[src/rtl/sdram_mon_pkg.sv]
package sdram_mon_pkg;

  typedef enum logic [3:0] {
    C_NOP  = 4'd0,
    C_ACT  = 4'd1,
    C_RD   = 4'd2,
    C_WR   = 4'd3,
    C_BST  = 4'd4,
    C_PRE  = 4'd5,
    C_PREA = 4'd6,
    C_REF  = 4'd7,
    C_SREF = 4'd8,
    C_MRS  = 4'd9,
    C_EMRS = 4'd10,
    C_MRSX = 4'd11,
    C_ILL  = 4'd12
  } cmd_e;

  typedef enum logic [2:0] {
    W_NONE    = 3'd0,
    W_CKE     = 3'd1,
    W_MRS     = 3'd2,
    W_BST     = 3'd3,
    W_CLOSED  = 3'd4,
    W_REOPEN  = 3'd5,
    W_REFOPEN = 3'd6
  } why_e;

endpackage

[src/rtl/sdram_pin_decode.sv]
module sdram_pin_decode
  import sdram_mon_pkg::*;
#(
  parameter int BA_W = 2
) (
  input  logic            cs_n,
  input  logic            ras_n,
  input  logic            cas_n,
  input  logic            we_n,
  input  logic            cke,
  input  logic            ap_bit,
  input  logic [BA_W-1:0] ba,
  output cmd_e            cmd
);

  cmd_e base;

  always_comb begin
    base = C_NOP;
    if (!cs_n) begin
      case ({ras_n, cas_n, we_n})
        3'b111:  base = C_NOP;
        3'b011:  base = C_ACT;
        3'b101:  base = C_RD;
        3'b100:  base = C_WR;
        3'b110:  base = C_BST;
        3'b010:  base = ap_bit ? C_PREA : C_PRE;
        3'b001:  base = cke ? C_REF : C_SREF;
        default: begin
          if (ba == BA_W'(0))      base = C_MRS;
          else if (ba == BA_W'(1)) base = C_EMRS;
          else                     base = C_MRSX;
        end
      endcase
    end
  end

  // Clock enable low is allowed only for NOP and self refresh entry
  always_comb begin
    if (!cke && base != C_NOP && base != C_SREF) cmd = C_ILL;
    else                                         cmd = base;
  end

endmodule

[src/rtl/sdram_rule_check.sv]
module sdram_rule_check
  import sdram_mon_pkg::*;
#(
  parameter int BANKS = 4,
  parameter int BA_W  = $clog2(BANKS)
) (
  input  cmd_e             cmd,
  input  logic [BA_W-1:0]  ba,
  input  logic [BANKS-1:0] open_vec,
  input  logic             rd_live,
  output why_e             why
);

  logic bank_open;
  logic any_open;

  assign bank_open = open_vec[ba];
  assign any_open  = |open_vec;

  always_comb begin
    why = W_NONE;
    case (cmd)
      C_ILL:         why = W_CKE;
      C_MRSX:        why = W_MRS;
      C_BST:         if (!rd_live)  why = W_BST;
      C_RD, C_WR:    if (!bank_open) why = W_CLOSED;
      C_ACT:         if (bank_open) why = W_REOPEN;
      C_REF, C_SREF: if (any_open)  why = W_REFOPEN;
      default:       why = W_NONE;
    endcase
  end

endmodule

[src/rtl/sdram_bank_state.sv]
module sdram_bank_state #(
  parameter int BANKS = 4,
  parameter int ROW_W = 12,
  parameter int BA_W  = $clog2(BANKS)
) (
  input  logic             clk,
  input  logic             rst_n,
  input  logic [BANKS-1:0] act_vec,
  input  logic [BANKS-1:0] close_vec,
  input  logic [ROW_W-1:0] row_in,
  input  logic [BA_W-1:0]  rd_sel,
  output logic [BANKS-1:0] open_vec,
  output logic [ROW_W-1:0] row_rd
);

  logic [ROW_W-1:0] row_q [BANKS];

  for (genvar g = 0; g < BANKS; g++) begin : g_bank
    logic open_q, open_d, open_en;

    assign open_en = act_vec[g] | close_vec[g];
    assign open_d  = act_vec[g];

    always_ff @(posedge clk or negedge rst_n) begin
      if (!rst_n)       open_q <= 1'b0;
      else if (open_en) open_q <= open_d;
    end

    always_ff @(posedge clk or negedge rst_n) begin
      if (!rst_n)          row_q[g] <= '0;
      else if (act_vec[g]) row_q[g] <= row_in;
    end

    assign open_vec[g] = open_q;
  end

  assign row_rd = row_q[rd_sel];

endmodule

[src/rtl/sdram_cmd_monitor.sv]
module sdram_cmd_monitor
  import sdram_mon_pkg::*;
#(
  parameter int BANKS  = 4,
  parameter int ADDR_W = 12,
  parameter int COL_W  = 10,
  parameter int AP_BIT = 10,
  localparam int BA_W  = $clog2(BANKS)
) (
  input  logic              clk,
  input  logic              rst_n,
  input  logic              cs_n,
  input  logic              ras_n,
  input  logic              cas_n,
  input  logic              we_n,
  input  logic              cke,
  input  logic [BA_W-1:0]   ba,
  input  logic [ADDR_W-1:0] addr,
  input  logic              wbeat,
  input  logic              dm,
  input  logic [BA_W-1:0]   row_sel,
  output logic [3:0]        cmd_code,
  output logic [BA_W-1:0]   cmd_bank,
  output logic [ADDR_W-1:0] cmd_addr,
  output logic              cmd_auto_pre,
  output logic [BANKS-1:0]  open_map,
  output logic [ADDR_W-1:0] row_out,
  output logic              viol,
  output logic [2:0]        viol_code,
  output logic              beat_commit
);

  cmd_e             cmd;
  why_e             why;
  logic             accept;
  logic             ap;
  logic [BANKS-1:0] bank_1h;
  logic [BANKS-1:0] act_vec, close_vec;
  logic             rd_live_q, rd_live_d;

  cmd_e              cmd_q, cmd_d;
  why_e              why_q;
  logic [BA_W-1:0]   bank_q, bank_d;
  logic [ADDR_W-1:0] addr_q, addr_d;
  logic              ap_q, ap_d;
  logic              commit_q, commit_d;

  assign ap      = addr[AP_BIT];
  assign bank_1h = BANKS'(1) << ba;

  sdram_pin_decode #(.BA_W(BA_W)) u_decode (
    .cs_n  (cs_n),
    .ras_n (ras_n),
    .cas_n (cas_n),
    .we_n  (we_n),
    .cke   (cke),
    .ap_bit(ap),
    .ba    (ba),
    .cmd   (cmd)
  );

  sdram_rule_check #(.BANKS(BANKS), .BA_W(BA_W)) u_rules (
    .cmd     (cmd),
    .ba      (ba),
    .open_vec(open_map),
    .rd_live (rd_live_q),
    .why     (why)
  );

  assign accept = (why == W_NONE);

  // Bank model updates, only for accepted commands
  always_comb begin
    act_vec   = '0;
    close_vec = '0;
    if (accept) begin
      case (cmd)
        C_ACT:      act_vec   = bank_1h;
        C_PRE:      close_vec = bank_1h;
        C_PREA:     close_vec = '1;
        C_RD, C_WR: if (ap) close_vec = bank_1h;
        default:    close_vec = '0;
      endcase
    end
  end

  sdram_bank_state #(.BANKS(BANKS), .ROW_W(ADDR_W), .BA_W(BA_W)) u_banks (
    .clk      (clk),
    .rst_n    (rst_n),
    .act_vec  (act_vec),
    .close_vec(close_vec),
    .row_in   (addr),
    .rd_sel   (row_sel),
    .open_vec (open_map),
    .row_rd   (row_out)
  );

  // Read-burst window for burst terminate
  always_comb begin
    rd_live_d = rd_live_q;
    if (cmd == C_BST)                  rd_live_d = 1'b0;
    else if (accept && cmd == C_RD)    rd_live_d = !ap;
    else if (accept && cmd == C_WR)    rd_live_d = 1'b0;
  end

  // Reported fields
  always_comb begin
    cmd_d    = cmd;
    bank_d   = '0;
    addr_d   = '0;
    ap_d     = 1'b0;
    commit_d = wbeat & ~dm;
    case (cmd)
      C_ACT: begin
        bank_d = ba;
        addr_d = addr;
      end
      C_RD, C_WR: begin
        bank_d = ba;
        addr_d = ADDR_W'(addr[COL_W-1:0]);
        ap_d   = ap;
      end
      C_PRE: bank_d = ba;
      C_MRS, C_EMRS, C_MRSX: begin
        bank_d = ba;
        addr_d = addr;
      end
      default: begin
        bank_d = '0;
        addr_d = '0;
      end
    endcase
  end

  always_ff @(posedge clk or negedge rst_n) begin
    if (!rst_n) begin
      rd_live_q <= 1'b0;
      cmd_q     <= C_NOP;
      why_q     <= W_NONE;
      bank_q    <= '0;
      addr_q    <= '0;
      ap_q      <= 1'b0;
      commit_q  <= 1'b0;
    end else begin
      rd_live_q <= rd_live_d;
      cmd_q     <= cmd_d;
      why_q     <= why;
      bank_q    <= bank_d;
      addr_q    <= addr_d;
      ap_q      <= ap_d;
      commit_q  <= commit_d;
    end
  end

  assign cmd_code     = cmd_q;
  assign cmd_bank     = bank_q;
  assign cmd_addr     = addr_q;
  assign cmd_auto_pre = ap_q;
  assign viol_code    = why_q;
  assign viol         = (why_q != W_NONE);
  assign beat_commit  = commit_q;

endmodule

[config.mk]
export PLATFORM = sky130hd
export DESIGN_NAME = sdram_cmd_monitor
export DESIGN_NICKNAME = d
export VERILOG_FILES = /design/src/rtl/sdram_mon_pkg.sv /design/src/rtl/sdram_pin_decode.sv /design/src/rtl/sdram_rule_check.sv /design/src/rtl/sdram_bank_state.sv /design/src/rtl/sdram_cmd_monitor.sv
export SDC_FILE = /design/constraint.sdc
export NUM_CORES = 1
export LEC_CHECK = 0
export CELL_PAD_IN_SITES_DETAIL_PLACEMENT = 1
export CELL_PAD_IN_SITES_GLOBAL_PLACEMENT = 1
export CORE_MARGIN = 2
export CORE_UTILIZATION = 50
export DETAILED_ROUTE_END_ITERATION = 6
export DONT_BUFFER_PORTS = 1
export PLACE_DENSITY = 0.81
export SETUP_SLACK_MARGIN = 0.1
export SLEW_MARGIN = 20
export SYNTH_ARGS = -nofsm -noshare
export SYNTH_HDL_FRONTEND = slang
export SYNTH_HIERARCHICAL = 1
export SYNTH_SLANG_ARGS = --single-unit
[constraint.sdc]
create_clock -name clk -period 3.5 [get_ports clk]
set_input_delay 0.7 -clock clk [delete_from_list [all_inputs] [get_ports clk]]
set_output_delay 0.7 -clock clk [all_outputs]
set_load 0.05 [all_outputs]
==> metrics, run 1 <==
run status=complete, no violations; WL per Instance=21.5 um; Cells after Synth=251; CP Max Fanout=7; Setup Skew=0.0156 ns; first drt pass iteration count=4; sequential share of power=0.527; share of cells above drive strength 1=0.392; most frequent cells in the layout=76 x dfrtp_1, 43 x mux2_2, 14 x buf_4; CTS root buffer=clkbuf_8; vias per cell=5.83; Critical Path AT=3.49 ns; io pins=65; Leak=1.80 nW; CTS tree=built; Die Ht=87.6 um; final core occ=0.579; CP max stage cell=or3_1; Crit Reg-Reg Startpoint=u_banks/g_bank[1].open_q$_DFFE_PN0P_; vias in the first global route=2362; die width=87.6 um; Period minus WS final=3.25 ns; Post-Syn Nets=276; Net Sw Frac=0.355; max incr delay on CP=0.39 ns; Yosys reg bits=76; Worst Reg-to-Reg Cells=8; pins over their slew limit=0; commonest non-fill, non-tap cell in the layout=dfrtp_1; CP Cell Sequence=or3_1 > or3_1 > nand3_1 > o211ai_1 > buf_4 > o211ai_1 > a21oi_1 > nor3_4 > nand4bb_4 > nor2b_2 > buf_4 > mux2_2; clock transition at the registers of the reported paths=0.09 ns; Mapped Area=0.00350 mm^2; Placement Rows=30; area growth from synthesis to layout=12.5%; Critical Path RT=3.74 ns; initial antenna violation count=0; Core Area=0.00679 mm^2; deepest clock path buffer count=2; Final ANT Viol Nets=0; Sink Count=76; Internal Pwr Total=1.52 mW; switching power=0.838 mW; power per standard cell area=600 mW/mm^2; RSZ-0062 raised after global routing=no; Post-CTS Setup Bufs=0; H-tree depth=3; CTS buffer count=9; top_reg_cell synth=dfrtp_1; final wirelength=7930 um; Worst R2R Setup Slack=0.55 ns; post-synthesis sequential area ratio=0.544; min-delay worst type=primary input to asynchronous set/reset pin; Total GRT Usage=0.223; Yosys cell types=45; Comb power frac=0.209; Post-synth EDFFs=0; initial core utilization=0.515; cell family with most CP delay=simple AND/OR/NAND/NOR gates; final worst-path cycle share=0.928; maximum vdd drop=0.281 mV; reg-to-reg critical path endpoint=u_banks/row_q[25]$_DFFE_PN0P_; die footprint=0.00768 mm^2; Layout Cells excl Fill=369; total gr overflow=0; GPL Wtd Cong=0.816; Ant. Diodes=0; Hold Fails Final Rpt=0; drt drc=0; mean area per synthesized cell=13.9 um^2; Slew @ Worst Pin=0.576 ns; Relative slew margins=0.616; DR vias=2153; # nets final=293; fraction of registers with async set/reset=1.00; DR iter-0 viols=78; HPWL Detailed=5480 um; crit path kind=primary input to flop; CP Buf/Inv Count=2; Skew-Pair Late Insertion Delay=0.36 ns; first-pass GRT wire length=12700 um; Final Setup Violations=0; synth warn=6; Placed Instances=353; MaxCap Viol Count=0; Clock Power Share=0.264; Port-buffer cells=0; Max Fclk=308 MHz; largest net degree at the start of global routing=77; Worst setup SP type=primary input; Crit. End Element=flop
-- stage by stage --
step	TNS [ns]	instance area, um^2	power (mW)	worst slack [ns]	hold slack, ns
3_3_place_gp	0	3750	1.72	0.0104	0.406
6_report	0	3930	2.36	0.250	0.0320
3_5_place_dp	-1.54	3750	1.75	-0.0708	0.406
5_1_grt	0	3930	2.46	0.113	0.00876
2_1_floorplan	-5.19	3550	1.67	-0.150	0.404
4_1_cts	0	3930	2.38	0.256	0.00793
-- Yosys cell counts (3+ instances only) --
| library cell | number | area (um^2) |
|---|---|---|
| inv_1 | 6 | 22.5 |
| dfrtp_1 | 76 | 1900 |
| a21oi_1 | 9 | 45.0 |
| a21o_1 | 4 | 30.0 |
| nand2b_1 | 3 | 18.8 |
| nand2_1 | 3 | 11.3 |
| mux4_2 | 11 | 248 |
| o211ai_1 | 3 | 22.5 |
| nor2_1 | 10 | 37.5 |
| nor2b_1 | 5 | 31.3 |
| buf_4 | 4 | 30.0 |
| or3_1 | 3 | 18.8 |
| o21ai_1 | 4 | 20.0 |
| nand3_1 | 3 | 15.0 |
| mux2_2 | 48 | 541 |
| and2_1 | 12 | 75.1 |
| buf_2 | 6 | 30.0 |
-- how the worst max path moves through the flow --
stage,cells after the start,startpoint,slack (ns),to
2_1_floorplan,12,ras_n,-0.15,u_banks/row_q[12]$_DFFE_PN0P_
3_3_place_gp,12,ras_n,0.01,u_banks/row_q[24]$_DFFE_PN0P_
3_5_place_dp,12,ras_n,-0.07,u_banks/row_q[31]$_DFFE_PN0P_
4_1_cts,12,ras_n,0.26,u_banks/row_q[29]$_DFFE_PN0P_
5_1_grt,12,ras_n,0.11,u_banks/row_q[24]$_DFFE_PN0P_
6_report,12,ras_n,0.25,u_banks/row_q[25]$_DFFE_PN0P_
-- repair_timing --
item,4_1_cts,5_1_grt
resized for setup,0,1
hold buffers,0,0
setup endpoints to repair,0,12
-- state kept, by name, summed over array words and instances (netlist names) --
signal                 cells
u_banks/row_q             48
cmd_addr                  12
cmd_code                   4
u_banks/g_bank.open_q      4
viol_code                  3
cmd_bank                   2
beat_commit                1
cmd_auto_pre               1
rd_live_q                  1
-- area by class of cell --
class,count,area [um^2]
fill,653,2860
sequential,76,1900
multi-input combinational,158,1540
timing repair buffer,17,165
clock buffer,9,124
tap,96,120
clock inverter,7,57.6
inverter,6,22.5
-- metal layers --
metal  vias up  part of all wire  track usage
met1      1134              0.44        0.295
met2        60              0.50        0.351
met3         9             0.049       0.0641
met5         -                 0            0
li1        950                 -            -
met4         0             0.017       0.0867
-- worst register-to-register path: stages, from the launching register on --
cell and delay [ns]:
dfrtp_1 0.59, or4_1 0.69, a21oi_1 0.23, o22ai_2 0.15, nor3_4 0.19, nand4bb_4 0.20, nor2b_2 0.26, buf_4 0.20
mux2_2 0.33
-- power by group through the flow --
stage	clock (mW)	combinational (mW)	sequential [mW]
global route	0.674	0.520	1.26
floorplan	0	0.507	1.16
detailed placement	0	0.490	1.26
global placement	0	0.472	1.24
finish	0.624	0.492	1.24
CTS	0.641	0.492	1.25
-- kinds of logic (layout without fill, tap and decap cells) --
kind of cell | Yosys count | count (layout) | share of synthesized area
AO/OA/AOI/OAI | 31 | 31 | 0.0565
buffers and inverters | 17 | 39 | 0.0268
flip-flops | 76 | 76 | 0.544
multiplexers | 63 | 63 | 0.246
AND/OR/NAND/NOR | 64 | 64 | 0.126
Note: power is estimated with default switching activity, not from simulation.
==> inputs of run 2 (changes only) <==
--- a/config.mk
+++ b/config.mk
@@ -13,2 +13,3 @@
 export DONT_BUFFER_PORTS = 1
+export HOLD_SLACK_MARGIN = 0.05
 export PLACE_DENSITY = 0.81
==> constraint.sdc (replaced) <==
create_clock -name clk -period 3.5 [get_ports clk]
set_input_delay 0.525 -clock clk [delete_from_list [all_inputs] [get_ports clk]]
set_output_delay 0.525 -clock clk [all_outputs]
set_load 0.05 [all_outputs]
==> metrics, run 2 (synthesis gave the netlist of run 1 again) <==
CTS tree=built; Final Setup Violations=0 (unchanged); drt drc=0 (unchanged); Hold Fails Final Rpt=0 (unchanged); cell family with most CP delay=simple AND/OR/NAND/NOR gates; MaxCap Viol Count=0 (unchanged); Relative slew margins=0.609 (-0.00737); CTS buffer count=9 (unchanged); run status=complete, no violations; DR vias=2135 (-0.84%); clock transition at the registers of the reported paths=0.08 ns (about the same); Ant. Diodes=0 (unchanged); Leak=1.82 nW (+1.2%); DR iter-0 viols=71 (-9.0%); setup TNS=0 ns (unchanged); Worst path most repeated cell=or3_1; first drt pass iteration count=4 (unchanged); HPWL Detailed=5050 um (-7.8%); fill count=657 (+0.61%); first-pass GRT wire length=12500 um (-1.4%); max incr delay on CP=0.37 ns (-0.02 ns); io pins=65 (unchanged); Core Area=0.00679 mm^2 (unchanged); Worst setup SP type=primary input; crit path kind=primary input to flop; most frequent cells in the layout=76 x dfrtp_1, 43 x mux2_2, 12 x and2_1; H-tree depth=3 (unchanged); final worst-path cycle share=0.876 (-0.0524); share of cells above drive strength 1=0.383 (-0.00904); vias in the first global route=2272 (-3.8%); Crit. End Element=flop; die footprint=0.00768 mm^2 (unchanged); min-delay worst type=primary input to asynchronous set/reset pin; Sink Count=76 (unchanged); WL per Instance=21.4 um (-0.55%); largest net degree at the start of global routing=77 (unchanged); Die Ht=87.6 um (unchanged); Total GRT Usage=0.220 (-0.00370); Setup Skew=0.00739 ns (-0.00823 ns); initial antenna violation count=0 (unchanged); GPL Wtd Cong=0.786 (-3.7%); Port-buffer cells=0 (unchanged); Period minus WS final=3.07 ns (-0.183 ns); pins over their slew limit=0 (unchanged); CP Cell Sequence=or3_1 > or3_1 > nand3_1 > o211ai_1 > and4b_1 > o21ai_0 > nand2_1 > nor3_2 > nand4bb_4 > nor3_4 > buf_12 > mux2_2; die width=87.6 um (unchanged); Placement Rows=30 (unchanged); final wirelength=7800 um (-1.6%); CTS root buffer=clkbuf_8; footprint of the multi-input gates=0.00154 mm^2 (-0.41%); deepest clock path buffer count=2 (unchanged); area growth from synthesis to layout=13.9%; setup slack at placement=0.0918 ns (+0.163 ns); RSZ-0062 raised after global routing=no; initial core utilization=0.515 (unchanged); Skew-Pair Late Insertion Delay=0.35 ns (about the same); total gr overflow=0 (unchanged); post_cts resized=0 (unchanged); final worst setup slack=0.434 ns (+0.183 ns); Max Fclk=326 MHz (+6.0%); Critical Path AT=3.30 ns (-0.19 ns); CP max stage cell=or3_1; power per standard cell area=637 mW/mm^2 (+6.1%); maximum vdd drop=0.336 mV (+20%); register name with the most flops=u_banks/row_q; # nets final=290 (-1.0%); vias per cell=5.85 (+0.25%); Layout Cells excl Fill=365 (-1.1%); Placed Instances=349 (-1.1%); Slew @ Worst Pin=0.587 ns (+0.0110 ns); Final ANT Viol Nets=0 (unchanged); commonest non-fill, non-tap cell in the layout=dfrtp_1; CP Buf/Inv Count=1 (-1); CP Max Fanout=13 (+6); Critical Path RT=3.74 ns (about the same); register area=0.00190 mm^2 (unchanged); Largest register FFs=48 (unchanged)
run 2: per-stage QoR:
stage | instance area, um^2 | hold WS (ns) | util | power (mW)
after floorplan | 3550 | 0.229 | - | 1.67
after global placement | 3720 | 0.232 | 0.547 | 1.71
after detailed placement | 3720 | 0.231 | 0.547 | 1.73
after CTS | 3980 | 0.0622 | 0.586 | 2.55
after global routing | 3980 | 0.0706 | 0.586 | 2.64
final | 3980 | 0.0608 | 0.586 | 2.53
run 2: where the power goes:
group | leakage [nW] | internal [mW] | total, mW | switching (mW)
clock | 0.120 | 0.472 | 0.793 | 0.322
sequential | 1.02 | 1.03 | 1.24 | 0.217
combinational | 0.689 | 0.221 | 0.497 | 0.276
total | 1.82 | 1.72 | 2.53 | 0.814
run 2: metal layers:
| layer | global-route usage | part of all wire | vias to the layer above |
|---|---|---|---|
| li1 | - | - | 946 |
| met1 | 0.302 | 0.45 | 1119 |
| met2 | 0.347 | 0.49 | 58 |
| met3 | 0.0500 | 0.043 | 12 |
| met4 | 0.0755 | 0.013 | 0 |
| met5 | 0 | 0 | - |
run 2: worst reg2reg max path: cells and delay by family, from the launching register on:
kind            cells  cell delay [ns]
compound gates      1             0.14
buf+inv             1             0.19
flops               1             0.60
mux                 1             0.36
simple gates        5             1.52
run 2: final timing paths:
check / start / slack, ns / cells after the start / endpoint
max: ras_n / 0.43 / 12 / u_banks/row_q[37]$_DFFE_PN0P_
min: rst_n / 0.06 / 1 / u_banks/g_bank[0].open_q$_DFFE_PN0P_
max reg2reg: u_banks/g_bank[1].open_q$_DFFE_PN0P_ / 0.58 / 8 / u_banks/row_q[37]$_DFFE_PN0P_
min reg2reg: u_banks/row_q[10]$_DFFE_PN0P_ / 0.51 / 1 / u_banks/row_q[10]$_DFFE_PN0P_
max in group asynchronous: rst_n / 3.14 / 1 / cmd_bank[1]$_DFF_PN0_
min in group clk: dm / 0.22 / 1 / beat_commit$_DFF_PN0_
run 2: timing repair:
action	4_1_cts	5_1_grt
hold endpoints to repair	76	0
setup buffers	0	0
setup endpoints to repair	0	0
hold buffers	1	0
run 2: cell type report:
type,count,share of cell area
clock inverter,6,0.0283
clock buffer,9,0.0311
sequential,76,0.478
multi-input combinational,158,0.386
timing repair buffer,14,0.0409
inverter,6,0.00566
tap,96,0.0302
==> inputs of run 3 (changes only) <==
CORE_UTILIZATION = 46   (was 50)
PLACE_DENSITY = 0.79   (was 0.81)
SETUP_SLACK_MARGIN = not set   (was 0.1)
SKIP_CTS_REPAIR_TIMING = 1   (was not set)
clock period = 2.5 ns   (was 3.5 ns; I/O delays follow)
==> metrics, run 3 (synthesis gave the netlist of run 1 again) <==
run status=finished, violations left; failing checks=negative setup slack; Core Area=0.00729 mm^2 (+7.3%); Placement Rows=31 (+3.3%); GPL Wtd Cong=0.848 (+7.8%); CP Max Fanout=7 (-6); maximum vdd drop=0.407 mV (+21%); largest net degree at the start of global routing=77 (unchanged); die footprint=0.00831 mm^2 (+8.3%); Port-buffer cells=0 (unchanged); drt drc=0 (unchanged); max incr delay on CP=0.37 ns (about the same); clock transition at the registers of the reported paths=0.08 ns (about the same); H-tree depth=3 (unchanged); Skew-Pair Late Insertion Delay=0.36 ns (about the same); Setup Skew=0.00926 ns (+0.00187 ns); total gr overflow=0 (unchanged); CTS root buffer=clkbuf_8; CTS tree=built; first drt pass iteration count=4 (unchanged); first-pass GRT wire length=13800 um (+10%); DR vias=2232 (+4.5%); Die Ht=91.2 um (+4.1%); vias in the first global route=2433 (+7.1%); setup TNS=-19.59 ns (-19.59 ns); Total GRT Usage=0.219 (-0.000496); power per standard cell area=856 mW/mm^2 (+34%); area growth from synthesis to layout=20.8%; register name with the most flops=u_banks/row_q; vias per cell=5.74 (-1.9%); Final ANT Viol Nets=0 (unchanged); Placed Instances=366 (+4.9%); RSZ-0062 raised after global routing=yes; min-delay worst type=primary input to flop; initial core utilization=0.479 (-0.0351); Slew @ Worst Pin=0.549 ns (-0.0380 ns); Crit. End Element=flop; share of cells above drive strength 1=0.459 (+0.0757); CP Cell Sequence=or3_4 > or3_4 > nand3_2 > o211ai_1 > buf_4 > o211ai_1 > a21oi_2 > nor3_4 > nand4bb_4 > nor3_4 > buf_6 > mux2_4; die width=91.2 um (+4.1%); commonest non-fill, non-tap cell in the layout=dfrtp_1; final wirelength=8680 um (+11%); initial antenna violation count=0 (unchanged); pins over their slew limit=0 (unchanged); DR iter-0 viols=81 (+14%); Ant. Diodes=0 (unchanged); Largest register FFs=48 (unchanged); WL per Instance=22.3 um (+4.5%); MaxCap Viol Count=0 (unchanged); final worst setup slack=-0.443 ns (-0.877 ns); Design Area, Final=0.00422 mm^2 (+6.1%); Sink Count=76 (unchanged); deepest clock path buffer count=2 (unchanged); io pins=65 (unchanged); CP max stage cell=or3_4; Max Fclk=340 MHz; Hold Fails Final Rpt=0 (unchanged); Critical Path AT=3.18 ns (-0.12 ns); Worst setup SP type=primary input; fill count=748 (+14%); CTS buffer count=9 (unchanged); CP Buf/Inv Count=2 (+1); Relative slew margins=0.636 (+0.0269); final worst-path cycle share=1.18; final core occ=0.579 (-0.00672); placed cell area=0.00381 mm^2 (+2.6%); HPWL Detailed=5640 um (+12%); crit path kind=primary input to flop; Final Setup Violations=52 (+52); Period minus WS final=2.94 ns; most frequent cells in the layout=76 x dfrtp_1, 36 x mux2_2, 26 x buf_4; Critical Path RT=2.74 ns (-1.00 ns); Layout Cells excl Fill=389 (+6.6%); Leak=1.94 nW (+6.3%); cell family with most CP delay=simple AND/OR/NAND/NOR gates; hold slack=0.0769 ns (+0.0160 ns); # nets final=311 (+7.2%)
## run 3: cell types whose count changed in the layout (fill, tap and decap cells not counted), moves of 4 or more
| cell | delta |
|---|---|
| buf_6 | +5 |
| a21oi_1 | -4 |
| buf_4 | +16 |
| a21oi_2 | +4 |
| mux2_2 | -7 |
| mux2_4 | +7 |
## run 3: report_power, final
part           switching (mW)  internal (mW)  leakage (nW)
logic                   0.522          0.400         0.822
clock network           0.472          0.558         0.102
registers               0.223           1.44          1.02
total                    1.22           2.40          1.94
## run 3: worst paths after layout
| path | from | to | slack (ns) | cells past startpoint |
|---|---|---|---|---|
| min | dm | beat_commit$_DFF_PN0_ | 0.08 | 1 |
| max reg2reg | u_banks/g_bank[0].open_q$_DFFE_PN0P_ | u_banks/row_q[36]$_DFFE_PN0P_ | -0.16 | 8 |
| max | ras_n | u_banks/row_q[36]$_DFFE_PN0P_ | -0.44 | 12 |
| min in group asynchronous | rst_n | u_banks/row_q[14]$_DFFE_PN0P_ | 0.54 | 2 |
| max in group asynchronous | rst_n | u_banks/row_q[22]$_DFFE_PN0P_ | 1.63 | 2 |
| min reg2reg | u_banks/row_q[21]$_DFFE_PN0P_ | u_banks/row_q[21]$_DFFE_PN0P_ | 0.51 | 1 |
## run 3: through the flow
step | setup WS (ns) | total power, mW
after detailed placement | -0.777 | 2.50
final | -0.443 | 3.61
after global routing | -0.491 | 3.76
after floorplan | -0.825 | 2.33
after CTS | -0.463 | 3.54
after global placement | -0.658 | 2.46
## run 3: area by class of cell
| cell class | instances | area [um^2] | area share |
|---|---|---|---|
| multi-input cells | 158 | 1630 | 0.387 |
| repair buffers | 35 | 329 | 0.0779 |
| well taps | 99 | 124 | 0.0293 |
| clock inverters | 6 | 88.8 | 0.0210 |
| inverters | 6 | 22.5 | 0.00533 |
| clock buffers | 9 | 124 | 0.0293 |
| flip-flops and latches | 76 | 1900 | 0.450 |
## run 3: worst register-to-register path, delay by kind of cell (launching register included)
family	cells	cell delay, ns
AOI/OAI and AO/OA	2	0.34
muxes	1	0.32
buffers and inverters	1	0.20
DFF	1	0.42
and+or+nand+nor	4	1.28
## run 3: metal layers
layer	global-route usage	vias to the layer above	share of wire
li1	-	981	-
met1	0.271	1176	0.42
met2	0.375	60	0.52
met3	0.0622	15	0.043
met4	0.0644	0	0.018
met5	0	-	0
